<file path="src/rtl/card_cyc_pkg.sv">
package card_cyc_pkg;
  typedef enum logic [2:0] {
    PH_IDLE   = 3'd0,
    PH_SETUP  = 3'd1,
    PH_STROBE = 3'd2,
    PH_HOLD   = 3'd3,
    PH_DONE   = 3'd4
  } phase_e;

  typedef struct packed {
    logic write;
    logic word;
    logic dma;
    logic regsel;
    logic last;
  } req_attr_t;
endpackage

</file>
<file path="src/rtl/card_wait_sum.sv">
module card_wait_sum #(
  parameter int BW    = 4,
  parameter int TW    = 7,
  parameter int ADD_1 = 15,
  parameter int ADD_2 = 30,
  parameter int ADD_3 = 50
) (
  input  logic [BW-1:0] base_i,
  input  logic [1:0]    speed_i,
  output logic [TW-1:0] total_o
);
  logic [TW-1:0] adder;

  always_comb begin
    unique case (speed_i)
      2'd0:    adder = '0;
      2'd1:    adder = TW'(ADD_1);
      2'd2:    adder = TW'(ADD_2);
      default: adder = TW'(ADD_3);
    endcase
  end

  assign total_o = TW'(base_i) + adder;
endmodule

</file>
<file path="src/rtl/card_ce_enc.sv">
module card_ce_enc (
  input  logic active_i,
  input  logic ata_i,
  input  logic word_i,
  input  logic dma_i,
  output logic ce1_o,
  output logic ce2_o
);
  always_comb begin
    ce1_o = 1'b0;
    ce2_o = 1'b0;
    if (active_i) begin
      if (ata_i) begin
        // size and source select the enable; DMA uses neither
        ce1_o = !dma_i && word_i;
        ce2_o = !dma_i && !word_i;
      end else begin
        ce1_o = 1'b1;
        ce2_o = word_i;
      end
    end
  end
endmodule

</file>
<file path="src/rtl/card_burst_ack.sv">
module card_burst_ack (
  input  logic clk_i,
  input  logic rst_ni,
  input  logic arm_i,
  input  logic start_i,
  input  logic end_i,
  output logic run_o
);
  logic armed_q, run_q;

  always_ff @(posedge clk_i or negedge rst_ni) begin
    if (!rst_ni) begin
      armed_q <= 1'b0;
      run_q   <= 1'b0;
    end else if (end_i && run_q) begin
      run_q   <= 1'b0;
      armed_q <= arm_i;  // a fresh arm pulse wins over the self-clear
    end else begin
      if (arm_i) armed_q <= 1'b1;
      if (start_i && (armed_q || arm_i)) run_q <= 1'b1;
    end
  end

  assign run_o = run_q;

  // a burst starts only from an armed state
  a_r9_run_from_arm: assert property (@(posedge clk_i) disable iff (!rst_ni)
    $rose(run_q) |-> $past(armed_q || arm_i));

  // the arm stays set for the whole burst
  a_r9_armed_in_run: assert property (@(posedge clk_i) disable iff (!rst_ni)
    run_q |-> armed_q);
endmodule

</file>
<file path="src/rtl/card_cycle_gen.sv">
module card_cycle_gen
  import card_cyc_pkg::*;
#(
  parameter int AW    = 26,
  parameter int BW    = 4,
  parameter int CW    = 4,
  parameter int IW    = 3,
  parameter int ADD_1 = 15,
  parameter int ADD_2 = 30,
  parameter int ADD_3 = 50
) (
  input  logic          clk_i,
  input  logic          rst_ni,
  input  logic          req_valid_i,
  output logic          req_ready_o,
  input  logic [AW-1:0] req_addr_i,
  input  logic          req_write_i,
  input  logic          req_word_i,
  input  logic          req_dma_i,
  input  logic          req_reg_i,
  input  logic          req_area_i,
  input  logic          req_last_i,
  input  logic          burst_arm_i,
  input  logic          cfg_ata_i,
  input  logic [BW-1:0] cfg_base_wait_i,
  input  logic [1:0]    cfg_speed_i,
  input  logic [CW-1:0] cfg_setup_i,
  input  logic [CW-1:0] cfg_hold_i,
  input  logic [IW-1:0] cfg_idle0_i,
  input  logic [IW-1:0] cfg_idle1_i,
  output logic [AW-1:0] bus_addr_o,
  output logic          ce1_o,
  output logic          ce2_o,
  output logic          reg_o,
  output logic          rd_o,
  output logic          wr_o,
  output logic          dack_o,
  output logic          done_o
);
  localparam int MAXW  = (1 << BW) - 1 + ADD_3;
  localparam int TW    = $clog2(MAXW + 1);
  localparam int CNT_W = (TW > CW) ? TW : CW;

  phase_e            ph_q, ph_d;
  logic [CNT_W-1:0]  cnt_q, cnt_d;
  logic [TW-1:0]     wait_q, total_wait;
  logic [CW-1:0]     hold_q;
  logic [IW-1:0]     gap_q, idle_sel;
  logic [AW-1:0]     addr_q;
  req_attr_t         attr_q;
  logic              accept, active, burst_run;

  card_wait_sum #(
    .BW(BW), .TW(TW), .ADD_1(ADD_1), .ADD_2(ADD_2), .ADD_3(ADD_3)
  ) u_wait (
    .base_i (cfg_base_wait_i),
    .speed_i(cfg_speed_i),
    .total_o(total_wait)
  );

  // idle requirement follows the area of the pending request
  assign idle_sel    = req_area_i ? cfg_idle1_i : cfg_idle0_i;
  assign req_ready_o = (ph_q == PH_IDLE) && (gap_q >= idle_sel);
  assign accept      = req_valid_i && req_ready_o;
  assign active      = (ph_q == PH_SETUP) || (ph_q == PH_STROBE) || (ph_q == PH_HOLD);

  always_comb begin
    ph_d  = ph_q;
    cnt_d = cnt_q;
    unique case (ph_q)
      PH_IDLE: begin
        if (accept) begin
          if (cfg_setup_i != '0) begin
            ph_d  = PH_SETUP;
            cnt_d = CNT_W'(cfg_setup_i - 1'b1);
          end else begin
            ph_d  = PH_STROBE;
            cnt_d = CNT_W'(total_wait);
          end
        end
      end
      PH_SETUP: begin
        if (cnt_q == '0) begin
          ph_d  = PH_STROBE;
          cnt_d = CNT_W'(wait_q);
        end else begin
          cnt_d = cnt_q - 1'b1;
        end
      end
      PH_STROBE: begin
        if (cnt_q != '0) begin
          cnt_d = cnt_q - 1'b1;
        end else if (hold_q != '0) begin
          ph_d  = PH_HOLD;
          cnt_d = CNT_W'(hold_q - 1'b1);
        end else begin
          ph_d  = PH_DONE;
        end
      end
      PH_HOLD: begin
        if (cnt_q == '0) ph_d = PH_DONE;
        else             cnt_d = cnt_q - 1'b1;
      end
      default: ph_d = PH_IDLE;
    endcase
  end

  always_ff @(posedge clk_i or negedge rst_ni) begin
    if (!rst_ni) begin
      ph_q   <= PH_IDLE;
      cnt_q  <= '0;
      wait_q <= '0;
      hold_q <= '0;
      gap_q  <= '1;
      addr_q <= '0;
      attr_q <= '0;
    end else begin
      ph_q  <= ph_d;
      cnt_q <= cnt_d;
      if (accept) begin
        wait_q <= total_wait;
        hold_q <= cfg_hold_i;
        addr_q <= req_addr_i;
        attr_q <= '{write: req_write_i, word: req_word_i, dma: req_dma_i,
                    regsel: req_reg_i, last: req_last_i};
      end
      if (ph_q == PH_DONE)                      gap_q <= '0;
      else if (ph_q == PH_IDLE && gap_q != '1)  gap_q <= gap_q + 1'b1;
    end
  end

  card_ce_enc u_ce (
    .active_i(active),
    .ata_i   (cfg_ata_i),
    .word_i  (attr_q.word),
    .dma_i   (attr_q.dma),
    .ce1_o   (ce1_o),
    .ce2_o   (ce2_o)
  );

  card_burst_ack u_burst (
    .clk_i  (clk_i),
    .rst_ni (rst_ni),
    .arm_i  (burst_arm_i),
    .start_i(accept && req_dma_i),
    .end_i  ((ph_q == PH_DONE) && attr_q.dma && attr_q.last),
    .run_o  (burst_run)
  );

  assign bus_addr_o = addr_q;
  assign reg_o      = active && attr_q.regsel;
  assign rd_o       = (ph_q == PH_STROBE) && !attr_q.write;
  assign wr_o       = (ph_q == PH_STROBE) && attr_q.write;
  assign dack_o     = (active && attr_q.dma) || burst_run;
  assign done_o     = (ph_q == PH_DONE);

  // never both strobes
  a_r5_one_strobe: assert property (@(posedge clk_i) disable iff (!rst_ni)
    !(rd_o && wr_o));

  // address frozen across the active window
  a_r3_addr_stable: assert property (@(posedge clk_i) disable iff (!rst_ni)
    (active && $past(active)) |-> $stable(bus_addr_o));

  // zero setup puts the strobe right after acceptance
  a_r11_zero_setup: assert property (@(posedge clk_i) disable iff (!rst_ni)
    (accept && cfg_setup_i == '0) |=> (rd_o || wr_o));

  // a running burst keeps the acknowledge up into the next cycle
  a_r9_dack_held: assert property (@(posedge clk_i) disable iff (!rst_ni)
    (burst_run && !done_o) |=> dack_o);

  // ATA-mode DMA beats drive no card enable
  a_r7_dma_no_ce: assert property (@(posedge clk_i) disable iff (!rst_ni)
    (cfg_ata_i && attr_q.dma) |-> !(ce1_o || ce2_o));

  // done cycle leaves enables and strobes inactive
  a_r4_done_quiet: assert property (@(posedge clk_i) disable iff (!rst_ni)
    done_o |-> !(ce1_o || ce2_o || rd_o || wr_o || reg_o));

  // no new request while an access runs
  a_r1_ready_idle: assert property (@(posedge clk_i) disable iff (!rst_ni)
    (active || done_o) |-> !req_ready_o);
endmodule

</file>
<file path="config.mk">
export PLATFORM = sky130hd
export DESIGN_NAME = card_cycle_gen
export DESIGN_NICKNAME = d
export VERILOG_FILES = /design/src/rtl/card_cyc_pkg.sv /design/src/rtl/card_wait_sum.sv /design/src/rtl/card_ce_enc.sv /design/src/rtl/card_burst_ack.sv /design/src/rtl/card_cycle_gen.sv
export SDC_FILE = /design/constraint.sdc
export NUM_CORES = 1
export LEC_CHECK = 0
export BUFFER_PORTS_ARGS = -buffer_cell sky130_fd_sc_hd__buf_2
export CORE_MARGIN = 2
export CORE_UTILIZATION = 57
export CTS_CLUSTER_SIZE = 25
export DETAILED_ROUTE_END_ITERATION = 10
export GPL_TIMING_DRIVEN = 1
export PLACE_DENSITY = 0.92
export SLEW_MARGIN = 0
export SYNTH_ARGS = -nofsm -noshare
export SYNTH_HDL_FRONTEND = slang
export SYNTH_HIERARCHICAL = 1
export SYNTH_SLANG_ARGS = --single-unit
</file>
<file path="constraint.sdc">
create_clock -name clk_i -period 3.7 [get_ports clk_i]
set_input_delay 0.74 -clock clk_i [delete_from_list [all_inputs] [get_ports clk_i]]
set_output_delay 0.74 -clock clk_i [all_outputs]
set_load 0.01 [all_outputs]
</file>
==> results of run 1 <==
cells in the final DEF, fill, tap and decap left out, drive strengths merged, types with 3 or more instances in the layout:
| cell type | synthesis | final |
|---|---|---|
| a21o | 4 | 4 |
| a21oi | 13 | 13 |
| a31oi | 4 | 4 |
| and3 | 3 | 3 |
| buf | 8 | 94 |
| clkbuf | 2 | 11 |
| clkinv | 0 | 3 |
| dfrtp | 54 | 54 |
| dfstp | 3 | 3 |
| ha | 16 | 16 |
| inv | 19 | 20 |
| mux2 | 43 | 43 |
| mux2i | 3 | 3 |
| nand2 | 20 | 20 |
| nand2b | 4 | 4 |
| nand3 | 3 | 3 |
| nor2 | 11 | 11 |
| nor2b | 4 | 4 |
| nor3 | 8 | 8 |
| nor3b | 6 | 6 |
| nor4 | 3 | 3 |
| o211ai | 4 | 4 |
| o21ai | 20 | 20 |
| o22ai | 3 | 3 |
| o31ai | 6 | 6 |
| or3 | 3 | 3 |
| xnor2 | 6 | 6 |
layout make-up:
type | instances | area (µm²)
multi-input combinational | 212 | 1822
fill | 421 | 1758
sequential | 57 | 1430
timing repair buffer | 94 | 480.5
clock buffer | 11 | 141.4
tap | 75 | 93.84
inverter | 19 | 71.32
clock inverter | 5 | 53.80
registers in the layout, summed over array words and instances (netlist names):
register and count:
bus_addr_o 26, cnt_q 7, wait_q 7, attr_q 5, hold_q 4, gap_q 3, ph_q 3, u_burst/armed_q 1
u_burst/run_o 1
power by group:
group          total (mW)  switching [mW]  internal, mW
logic                1.62           0.771         0.847
clock network       0.583           0.255         0.328
registers            1.21           0.279         0.933
cells by family after synthesis:
group / after synthesis / synth area share (%)
simple gates: 71 / 12.12
fa+ha+maj: 17 / 6.463
compound gates: 71 / 13.59
buf+inv: 29 / 4.553
xor+xnor: 7 / 1.800
mux: 46 / 19.50
flops: 57 / 41.98
per-stage QoR:
step                      instances  instance area [µm²]  setup WS (ns)  total power [mW]
final                           473                 4093         0.5146             3.413
after global routing            473                 4093         0.3610             3.648
after CTS                       473                 4093         0.5398             3.414
after detailed placement        457                 3897         0.7918             2.807
after global placement          457                 3897         0.8626             2.729
after floorplan                 298                 3407          1.134             2.365
how the worst max path moves through the flow:
stage                   startpoint                    end  slack (ns)  cells past startpoint
2_1_floorplan           req_area_i  attr_q[0]$_DFFE_PN0P_        1.13                      8
3_3_place_gp            req_area_i            req_ready_o        0.86                      7
3_5_place_dp            req_area_i            req_ready_o        0.79                      7
4_1_cts        ph_q[0]$_DFFE_PN0P_                  ce2_o        0.54                      6
5_1_grt        ph_q[0]$_DFFE_PN0P_                  ce2_o        0.36                      6
6_report       ph_q[0]$_DFFE_PN0P_                  ce2_o        0.51                      6
Yosys cell counts, drive strengths merged, types with 3 or more instances:
| library cell | number | area [µm²] |
|---|---|---|
| mux2 | 43 | 634.4 |
| nor2b | 4 | 25.02 |
| nand2b | 4 | 25.02 |
| o31ai | 6 | 50.05 |
| or3 | 3 | 23.77 |
| o211ai | 4 | 30.03 |
| and3 | 3 | 18.77 |
| a31oi | 4 | 25.02 |
| nor2 | 11 | 48.80 |
| o22ai | 3 | 18.77 |
| nand2 | 20 | 77.58 |
| xnor2 | 6 | 52.55 |
| a21oi | 13 | 65.06 |
| nor3 | 8 | 45.04 |
| a21o | 4 | 30.03 |
| ha | 16 | 200.2 |
| mux2i | 3 | 30.03 |
| nand3 | 3 | 15.01 |
| inv | 19 | 71.31 |
| dfrtp | 54 | 1351 |
| nor3b | 6 | 66.31 |
| o21ai | 20 | 103.9 |
| buf | 8 | 76.31 |
| nor4 | 3 | 18.77 |
| dfstp | 3 | 78.83 |
metal layers:
metal | vias to the layer above | share of wire (%) | wire (µm) | track usage (%)
met5 | - | 0 | 0 | 0
met4 | 0 | 1.7 | 129 | 11.02
met2 | 124 | 52 | 4041 | 39.84
met1 | 1330 | 40 | 3099 | 31.62
met3 | 14 | 6.0 | 467 | 4.333
li1 | 1268 | - | - | -
critical path, delay by kind of cell, from the launching register on:
kind / cells / cell delay (ns)
and+or+nand+nor: 3 / 0.62
buffers and inverters: 2 / 0.48
AOI/OAI and AO/OA: 1 / 0.22
DFF: 1 / 0.79
==> impl_metrics.py, run 1 <==
metrics = {
    "synth": {
        "yosysWarnings": 6,
        "ys_ff_latch": 57,
        "synth-seq-area-share_pct": 41.98,
        "synthArstFlopShare_pct": 100.0,
        "synth_edf_count": 0,
        "syn_area_um2": 3407,
        "ys.flop_type": "dfrtp_1",
        "synthDistinctLibCells": 61,
        "synth_nets": 372,
        "postSynthAreaPerCell_um2": 11.43,
        "netlist_instances": 298,
    },
    "pwr": {
        "p_leak_nw": 2.098,
        "peakVddDrop_uv": 426.0,
        "power_density_nw_per_um2": 834.0,
    },
    "global_route": {
        "grt_pass1_vias": 2546,
        "grt_pass1_wl_mm": 12.15,
        "overflow": 0,
        "track_usage_pct": 24.39,
        "antenna_found_initial": 0,
        "grt_max_degree": 38,
    },
    "die": {
        "die_w_um": 81.31,
        "num_rows": 28,
        "initial_core_util_pct": 58.23,
        "io_pins": 91,
        "die_h_um": 81.31,
        "core_area_um2": 5851,
        "dieArea_um2": 6611,
    },
    "sta": {
        "whs_ns": 0.4984,
        "setup_tns_ns": 0,
        "finalCriticalPeriod_ns": 3.185,
        "rsz0062_at_grt": "false",
        "finalClockSkew_ns": 0.007339,
        "max_freq_ghz": 0.3139,
        "hold_viol": 0,
        "drv_slew": 0,
        "relSlewSlack_pct": 44.65,
        "setup_viol": 0,
        "worst_pin_slew_ns": 0.8303,
        "fin_crit_sh_pct": 86.09,
    },
    "clock_tree": {
        "cts_buffers": 9,
        "root_buffer": "clkbuf_8",
        "insertion_delay_ns": 0.34,
        "hold_buffers": 0,
        "h-tree-depth": 3,
        "clk_pin_slew_ns": 0.07,
        "cts-resized-gates": 0,
        "clock_path_buffers": 2,
        "post_cts_buffers": 0,
        "cts_tree": "built",
        "cts.sinks": 57,
    },
    "cells_and_area": {
        "finalCoreUtilization_pct": 69.95,
        "nNetsFinal": 467,
        "num_antenna_cells": 0,
        "drive_gt1_share_pct": 42.21,
        "synthToLayoutAreaGrowth_pct": 20.12,
    },
    "setup_path": {
        "reg2regPathDepth": 8,
        "crit_type": "reg -> out",
        "cp-start-kind": "flip-flop",
        "crit_path_top_delay_cell": "dfrtp_1",
        "worst_r2r_startpoint": "gap_q[0]$_DFFE_PN1P_",
        "critPathMaxFanout": 22,
        "slowest_delay_ns": 0.79,
        "timing.rr.end": "bus_addr_o[5]$_DFFE_PN0P_",
        "cp.required_ns": 2.96,
        "critical_path_arrival_ns": 2.45,
        "crit_path_cell_trace": "or2_4 -> nand2b_1 -> inv_1 -> nand2_1 -> o32ai_1 -> buf_2",
        "ff2ff_setup_slack_ns": 1.43,
        "critPathCaptureType": "output port",
    },
    "drt": {
        "dr.pass1.iters": 5,
        "viasPerCell": 5.784,
        "wl_per_cell_um": 16.36,
        "postRouteAntennaNets": 0,
        "drt_iter0_markers": 321,
        "routed_wl_mm": 7.739,
        "drc": 0,
        "vias": 2736,
    },
    "placement": {
        "dp_hpwl_mm": 5.569,
        "place_congestion": 0.8822,
        "io_buffers": 90,
    },
    "min_path": {
        "hp-class": "in -> async",
    },
    "job": {
        "drv_cap": 0,
    },
    "run_status": {
        "status": "finished, final reports clean",
    },
}
No activity file was read; power rests on OpenSTA's default activity.
==> inputs of run 2 (changes only) <==
Settings changed: SYNTH_HIERARCHICAL 1 to unset.
==> run 2 against run 1 <==
  * Count of clock-buffer cells in the layout shrank 2
  * Synthesized area shrank 3.3%
  * Global-route usage grew 3.9 points
  * Worst setup slack gained 0.095 ns
  * Non-clock buffer count is the same
  * Critical path depth grew 1
  * Largest power group unchanged
  * Largest cell class unchanged
==> impl_metrics.py, run 2 <==
metrics = {
    "run_status": {
        "status": "finished, final reports clean",
    },
    "setup_path": {
        "cp-start-kind": "primary input",
        "cp.required_ns": 2.96,
        "worst_r2r_startpoint": "gap_q[0]$_DFFE_PN1P_",
        "crit_type": "in -> out",
        "critPathCaptureType": "output port",
        "critPathMostFrequentCell": "buf_2",
        "path_buf_inv": 2,
        "ff2ff_setup_slack_ns": 0.95,
        "crit_path_top_delay_cell": "o21ai_0",
        "critPathTopFamily": "simple AND/OR/NAND/NOR gates",
        "critical_path_arrival_ns": 2.35,
        "slowest_delay_ns": 0.38,
        "crit_start": "req_area_i",
        "crit_path_cell_trace": "buf_2 -> mux2_2 -> ha_1 -> and2b_2 -> o21ai_0 -> and2_1 -> buf_2",
        "critPathMaxFanout": 4,
    },
    "synth": {
        "synth-seq-area-share_pct": 43.39,
        "synth-xor-area-share_pct": 2.126,
        "synthMuxAreaShare_pct": 13.90,
        "synth_compound_area_share_pct": 14.54,
        "yosysWarnings": 0,
        "ys.flop_type": "dfrtp_1",
        "netlist_instances": 318,
        "yosysTopAreaCell": "dfrtp_1",
        "synthDistinctLibCells": 55,
        "postSynthAreaPerCell_um2": 10.36,
        "yosys.area_share.simple_pct": 14.09,
        "syn_area_um2": 3296,
        "synth_area_leaders": "dfrtp_1 41%, mux2_2 13%, ha_1 6.8%",
        "synth_edf_count": 0,
        "synth_top_family_by_area": "compound AO/OA/AOI/OAI gates",
        "synth_nets": 394,
        "synthArstFlopShare_pct": 100.0,
        "synth_fa_ha_area_share_pct": 7.441,
        "synth_common_cells": "54 x dfrtp_1, 38 x mux2_2, 24 x o21ai_0, 22 x nand2_1, 21 x nor2_1",
        "post-synth-top-count-cell": "dfrtp_1",
        "synth_top_area_share_pct": 41.00,
        "ys_ff_latch": 57,
    },
    "placement": {
        "io_buffers": 90,
        "dp_hpwl_mm": 6.205,
        "pre_cts_slack_ns": 0.3840,
        "place_congestion": 0.9054,
        "dpl_cell_area_um2": 3827,
    },
    "sta": {
        "worst_pin_slew_ns": 0.8711,
        "fin_crit_sh_pct": 83.53,
        "layout_setup_ws_ns": 0.6093,
        "finalClockSkew_ns": 0.005884,
        "setup_tns_ns": 0,
        "setup_viol": 0,
        "relSlewSlack_pct": 41.81,
        "max_freq_ghz": 0.3236,
        "hold_viol": 0,
        "drv_slew": 0,
        "rsz0062_at_grt": "false",
        "finalCriticalPeriod_ns": 3.091,
    },
    "pwr": {
        "combPwrFrac_pct": 41.6,
        "peakVddDrop_uv": 614.5,
        "switchingPower_mw": 1.184,
        "power_density_nw_per_um2": 754.6,
        "seqPwrFrac_pct": 37.1,
        "p_clk_share_pct": 21.3,
        "p_int_mw": 1.868,
        "p_leak_nw": 2.039,
        "sw_frac_of_total_pct": 38.79,
    },
    "die": {
        "die_w_um": 80.04,
        "core_area_um2": 5540,
        "initial_core_util_pct": 59.49,
        "dieArea_um2": 6406,
        "io_pins": 91,
        "num_rows": 27,
        "die_h_um": 80.04,
    },
    "clock_tree": {
        "hold_buffers": 0,
        "cts_tree": "built",
        "post_cts_buffers": 0,
        "insertion_delay_ns": 0.35,
        "root_buffer": "clkbuf_8",
        "clock_path_buffers": 2,
        "clk_pin_slew_ns": 0.07,
        "cts.sinks": 57,
        "cts-resized-gates": 0,
        "h-tree-depth": 3,
        "cts_buffers": 9,
    },
    "global_route": {
        "antenna_found_initial": 0,
        "grt_pass1_vias": 3005,
        "track_usage_pct": 28.28,
        "grt_max_degree": 37,
        "grt_pass1_wl_mm": 13.80,
        "overflow": 0,
    },
    "drt": {
        "postRouteAntennaNets": 0,
        "routed_wl_mm": 8.417,
        "viasPerCell": 5.961,
        "drt_iter0_markers": 216,
        "vias": 2915,
        "wl_per_cell_um": 17.21,
        "dr.pass1.iters": 5,
        "drc": 0,
    },
    "cells_and_area": {
        "final_cell_mix": "90 x buf_2, 54 x dfrtp_1, 38 x mux2_2",
        "num_antenna_cells": 0,
        "drive_gt1_share_pct": 38.37,
        "synthToLayoutAreaGrowth_pct": 22.74,
        "final_common_cell": "buf_2",
        "largest_reg_flops": 26,
        "nNetsFinal": 488,
        "fin_area_um2": 4045,
    },
    "job": {
        "drv_cap": 0,
    },
    "min_path": {
        "hp-class": "in -> async",
    },
}
## run 2: cell count changes after synthesis, sizes merged, moves of 4 or more
| cell | delta |
|---|---|
| nor2 | +10 |
| o211ai | -4 |
| mux2 | -5 |
| o21ai | +4 |
| nand3 | +4 |
| xnor2 | -4 |
| xor2 | +5 |
## run 2: cells by family (layout without fill, tap and decap cells)
| logic type | after synthesis | count (layout) |
|---|---|---|
| adders and majority gates | 19 | 19 |
| xor gates and xnor gates | 8 | 8 |
| muxes | 41 | 41 |
| and+or+nand+nor | 89 | 89 |
| AOI/OAI and AO/OA | 75 | 75 |
| DFF | 57 | 57 |
| buffers and inverters | 29 | 128 |
## run 2: path summary, 6_finish.rpt
kind,to,depth (start not counted)
worst min-delay path,bus_addr_o[4]$_DFFE_PN0P_,1
max in group asynchronous,attr_q[1]$_DFFE_PN0P_,2
worst max-delay path,req_ready_o,7
worst max register to register,bus_addr_o[8]$_DFFE_PN0P_,7
worst min register to register,u_burst.armed_q$_DFFE_PN0P_,1
min in group clk_i,u_burst.armed_q$_DFFE_PN0P_,1
## run 2: final cells by class
type	count	area [µm²]
Multi-Input combinational cell	232	1722
Fill cell	389	1495
Sequential cell	57	1430
Timing Repair Buffer	94	518.0
Clock buffer	9	123.9
Clock inverter	7	93.84
Tap cell	72	90.09
Inverter	18	67.56
## run 2: power by group through the flow
stage               Combinational (mW)  Clock [mW]  Sequential (mW)
finish                            1.27       0.650             1.13
global route                      1.40       0.679             1.17
CTS                               1.27       0.651             1.12
detailed placement                1.26           0             1.13
global placement                  1.20           0             1.11
floorplan                        0.874           0             1.09
## run 2: routing by layer
metal,GRT usage [%],part of all wire (%),vias to the layer above
li1,-,-,1332
met1,33.68,39,1414
met2,48.92,51,142
met3,6.900,6.7,27
met4,11.36,2.9,0
met5,0,0,-
## run 2: through the flow
stage               cells  hold slack (ns)  utilization, %  total power, mW
floorplan             318           0.4437               -            1.969
global placement      473           0.4537           69.08            2.310
detailed placement    473           0.4663           69.08            2.385
CTS                   489           0.4800           73.01            3.043
global route          489           0.4952           73.01            3.247
finish                489           0.4667           73.01            3.052
==> inputs of run 3 (changes only) <==
Settings changed: CORE_UTILIZATION 57 to 53, PLACE_DENSITY 0.92 to 0.87.
Clock period 3.7 ns to 3.1 ns, I/O delays scaled along.
==> run 3 against run 2 <==
  * Worst setup slack got worse by 0.39 ns
  * Flip-flop and latch count did not move
  * Power rose by 13%
  * First-iteration DRC count rose by 13%
  * Wire length fell by 8.7%
  * Global-route usage fell by 5.1 points
  * Non-clock buffer count fell by 1
  * Final cell count rose by 0.41%
  * Critical path depth did not move
  * Largest cell class unchanged
  * Largest power group unchanged
==> impl_metrics.py, run 3 (synthesis results as in run 2) <==
metrics = {
    "run_status": {
        "status": "finished, final reports clean",
    },
    "pwr": {
        "power_density_nw_per_um2": 862.7,
        "switchingPower_mw": 1.358,
        "sw_frac_of_total_pct": 39.50,
        "peakVddDrop_uv": 601.2,
        "seqPwrFrac_pct": 39.1,
        "p_clk_share_pct": 17.4,
        "combPwrFrac_pct": 43.5,
        "p_total_mw": 3.437,
        "p_leak_nw": 2.011,
        "p_int_mw": 2.079,
    },
    "global_route": {
        "grt_pass1_wl_mm": 12.87,
        "track_usage_pct": 23.17,
        "grt_pass1_vias": 2865,
        "grt_max_degree": 58,
        "overflow": 0,
        "antenna_found_initial": 0,
    },
    "sta": {
        "setup_viol": 0,
        "drv_slew": 0,
        "finalCriticalPeriod_ns": 2.882,
        "relSlewSlack_pct": 57.33,
        "rsz0062_at_grt": "false",
        "max_freq_ghz": 0.3469,
        "setup_tns_ns": 0,
        "finalClockSkew_ns": 0.007599,
        "fin_crit_sh_pct": 92.98,
        "worst_pin_slew_ns": 0.6372,
        "hold_viol": 0,
    },
    "cells_and_area": {
        "synthToLayoutAreaGrowth_pct": 20.88,
        "final_common_cell": "buf_2",
        "multiInputGateArea_um2": 1722,
        "nNetsFinal": 487,
        "fillers": 463,
        "final_cell_mix": "90 x buf_2, 54 x dfrtp_1, 38 x mux2_2",
        "ff_latch_area_um2": 1430,
        "num_antenna_cells": 0,
        "drive_gt1_share_pct": 37.98,
        "largest_reg_flops": 26,
    },
    "clock_tree": {
        "cts_tree": "built",
        "cts.sinks": 57,
        "cts_buffers": 9,
        "h-tree-depth": 3,
        "cts-resized-gates": 0,
        "clock_path_buffers": 2,
        "insertion_delay_ns": 0.34,
        "post_cts_buffers": 0,
        "root_buffer": "clkbuf_8",
        "hold_buffers": 0,
        "clk_pin_slew_ns": 0.06,
    },
    "drt": {
        "wl_per_cell_um": 15.65,
        "routed_wl_mm": 7.683,
        "dr.pass1.iters": 5,
        "drc": 0,
        "viasPerCell": 5.813,
        "drt_iter0_markers": 244,
        "postRouteAntennaNets": 0,
        "vias": 2854,
    },
    "setup_path": {
        "crit_type": "in -> out",
        "cp.required_ns": 2.48,
        "critPathMaxFanout": 4,
        "cp-start-kind": "primary input",
        "critical_path_arrival_ns": 2.26,
        "critPathCaptureType": "output port",
    },
    "job": {
        "drv_cap": 0,
    },
    "die": {
        "die_w_um": 82.86,
        "core_area_um2": 5956,
        "dieArea_um2": 6865,
        "num_rows": 28,
        "io_pins": 91,
        "die_h_um": 82.86,
        "initial_core_util_pct": 55.34,
    },
    "min_path": {
        "hp-class": "in -> async",
    },
    "placement": {
        "dp_hpwl_mm": 5.727,
        "io_buffers": 90,
        "place_congestion": 0.9219,
    },
}
-- run 3: through the flow --
stage / util [%] / std cells / setup slack [ns] / hold slack (ns) / area (µm²)
2_1_floorplan: - / 318 / 0.6087 / 0.3244 / 3296
3_3_place_gp: 63.99 / 475 / 0.2786 / 0.4550 / 3811
3_5_place_dp: 63.99 / 475 / 0.2122 / 0.4839 / 3811
4_1_cts: 66.89 / 491 / 0.2256 / 0.2773 / 3984
5_1_grt: 66.89 / 491 / 0.05027 / 0.3047 / 3984
6_report: 66.89 / 491 / 0.2176 / 0.2699 / 3984
-- run 3: final cells by class --
| cell class | instances | share of cell area, % |
|---|---|---|
| clock buffers | 11 | 3.549 |
| clock inverters | 5 | 0.7852 |
| repair buffers | 93 | 12.50 |
| well taps | 75 | 2.356 |
| flip-flops and latches | 57 | 35.90 |
| inverters | 18 | 1.696 |
| multi-input cells | 232 | 43.22 |
-- run 3: final timing paths --
kind / from / end / slack (ns) / cells past startpoint
worst max-delay path: req_area_i / req_ready_o / 0.22 / 7
worst min-delay path: rst_ni / bus_addr_o[3]$_DFFE_PN0P_ / 0.27 / 2
worst max register to register: gap_q[0]$_DFFE_PN1P_ / cnt_q[4]$_DFFE_PN0P_ / 0.66 / 7
worst min register to register: wait_q[2]$_DFFE_PN0P_ / wait_q[2]$_DFFE_PN0P_ / 0.50 / 2
max in group asynchronous: rst_ni / gap_q[1]$_DFFE_PN1P_ / 2.53 / 2
min in group clk_i: wait_q[2]$_DFFE_PN0P_ / wait_q[2]$_DFFE_PN0P_ / 0.50 / 2
-- run 3: power groups by stage --
stage	Sequential, mW	Combinational, mW	Clock, mW
after floorplan	1.31	1.04	0
after global placement	1.33	1.43	0
after detailed placement	1.34	1.48	0
after CTS	1.34	1.50	0.615
after global routing	1.38	1.66	0.644
final	1.34	1.50	0.598
-- run 3: worst max-delay path: stages --
cell and delay, ns:
buf_2 0.12, mux2_2 0.34, ha_1 0.27, and2b_2 0.21, o21ai_0 0.40, and2_1 0.19, buf_2 0.12
-- run 3: metal layers --
metal	vias to the layer above	track usage, %	part of all wire, %
met5	-	0	0
met4	0	12.52	3.0
met3	22	8.350	9.7
met2	153	38.27	49
met1	1347	26.12	38
li1	1332	-	-
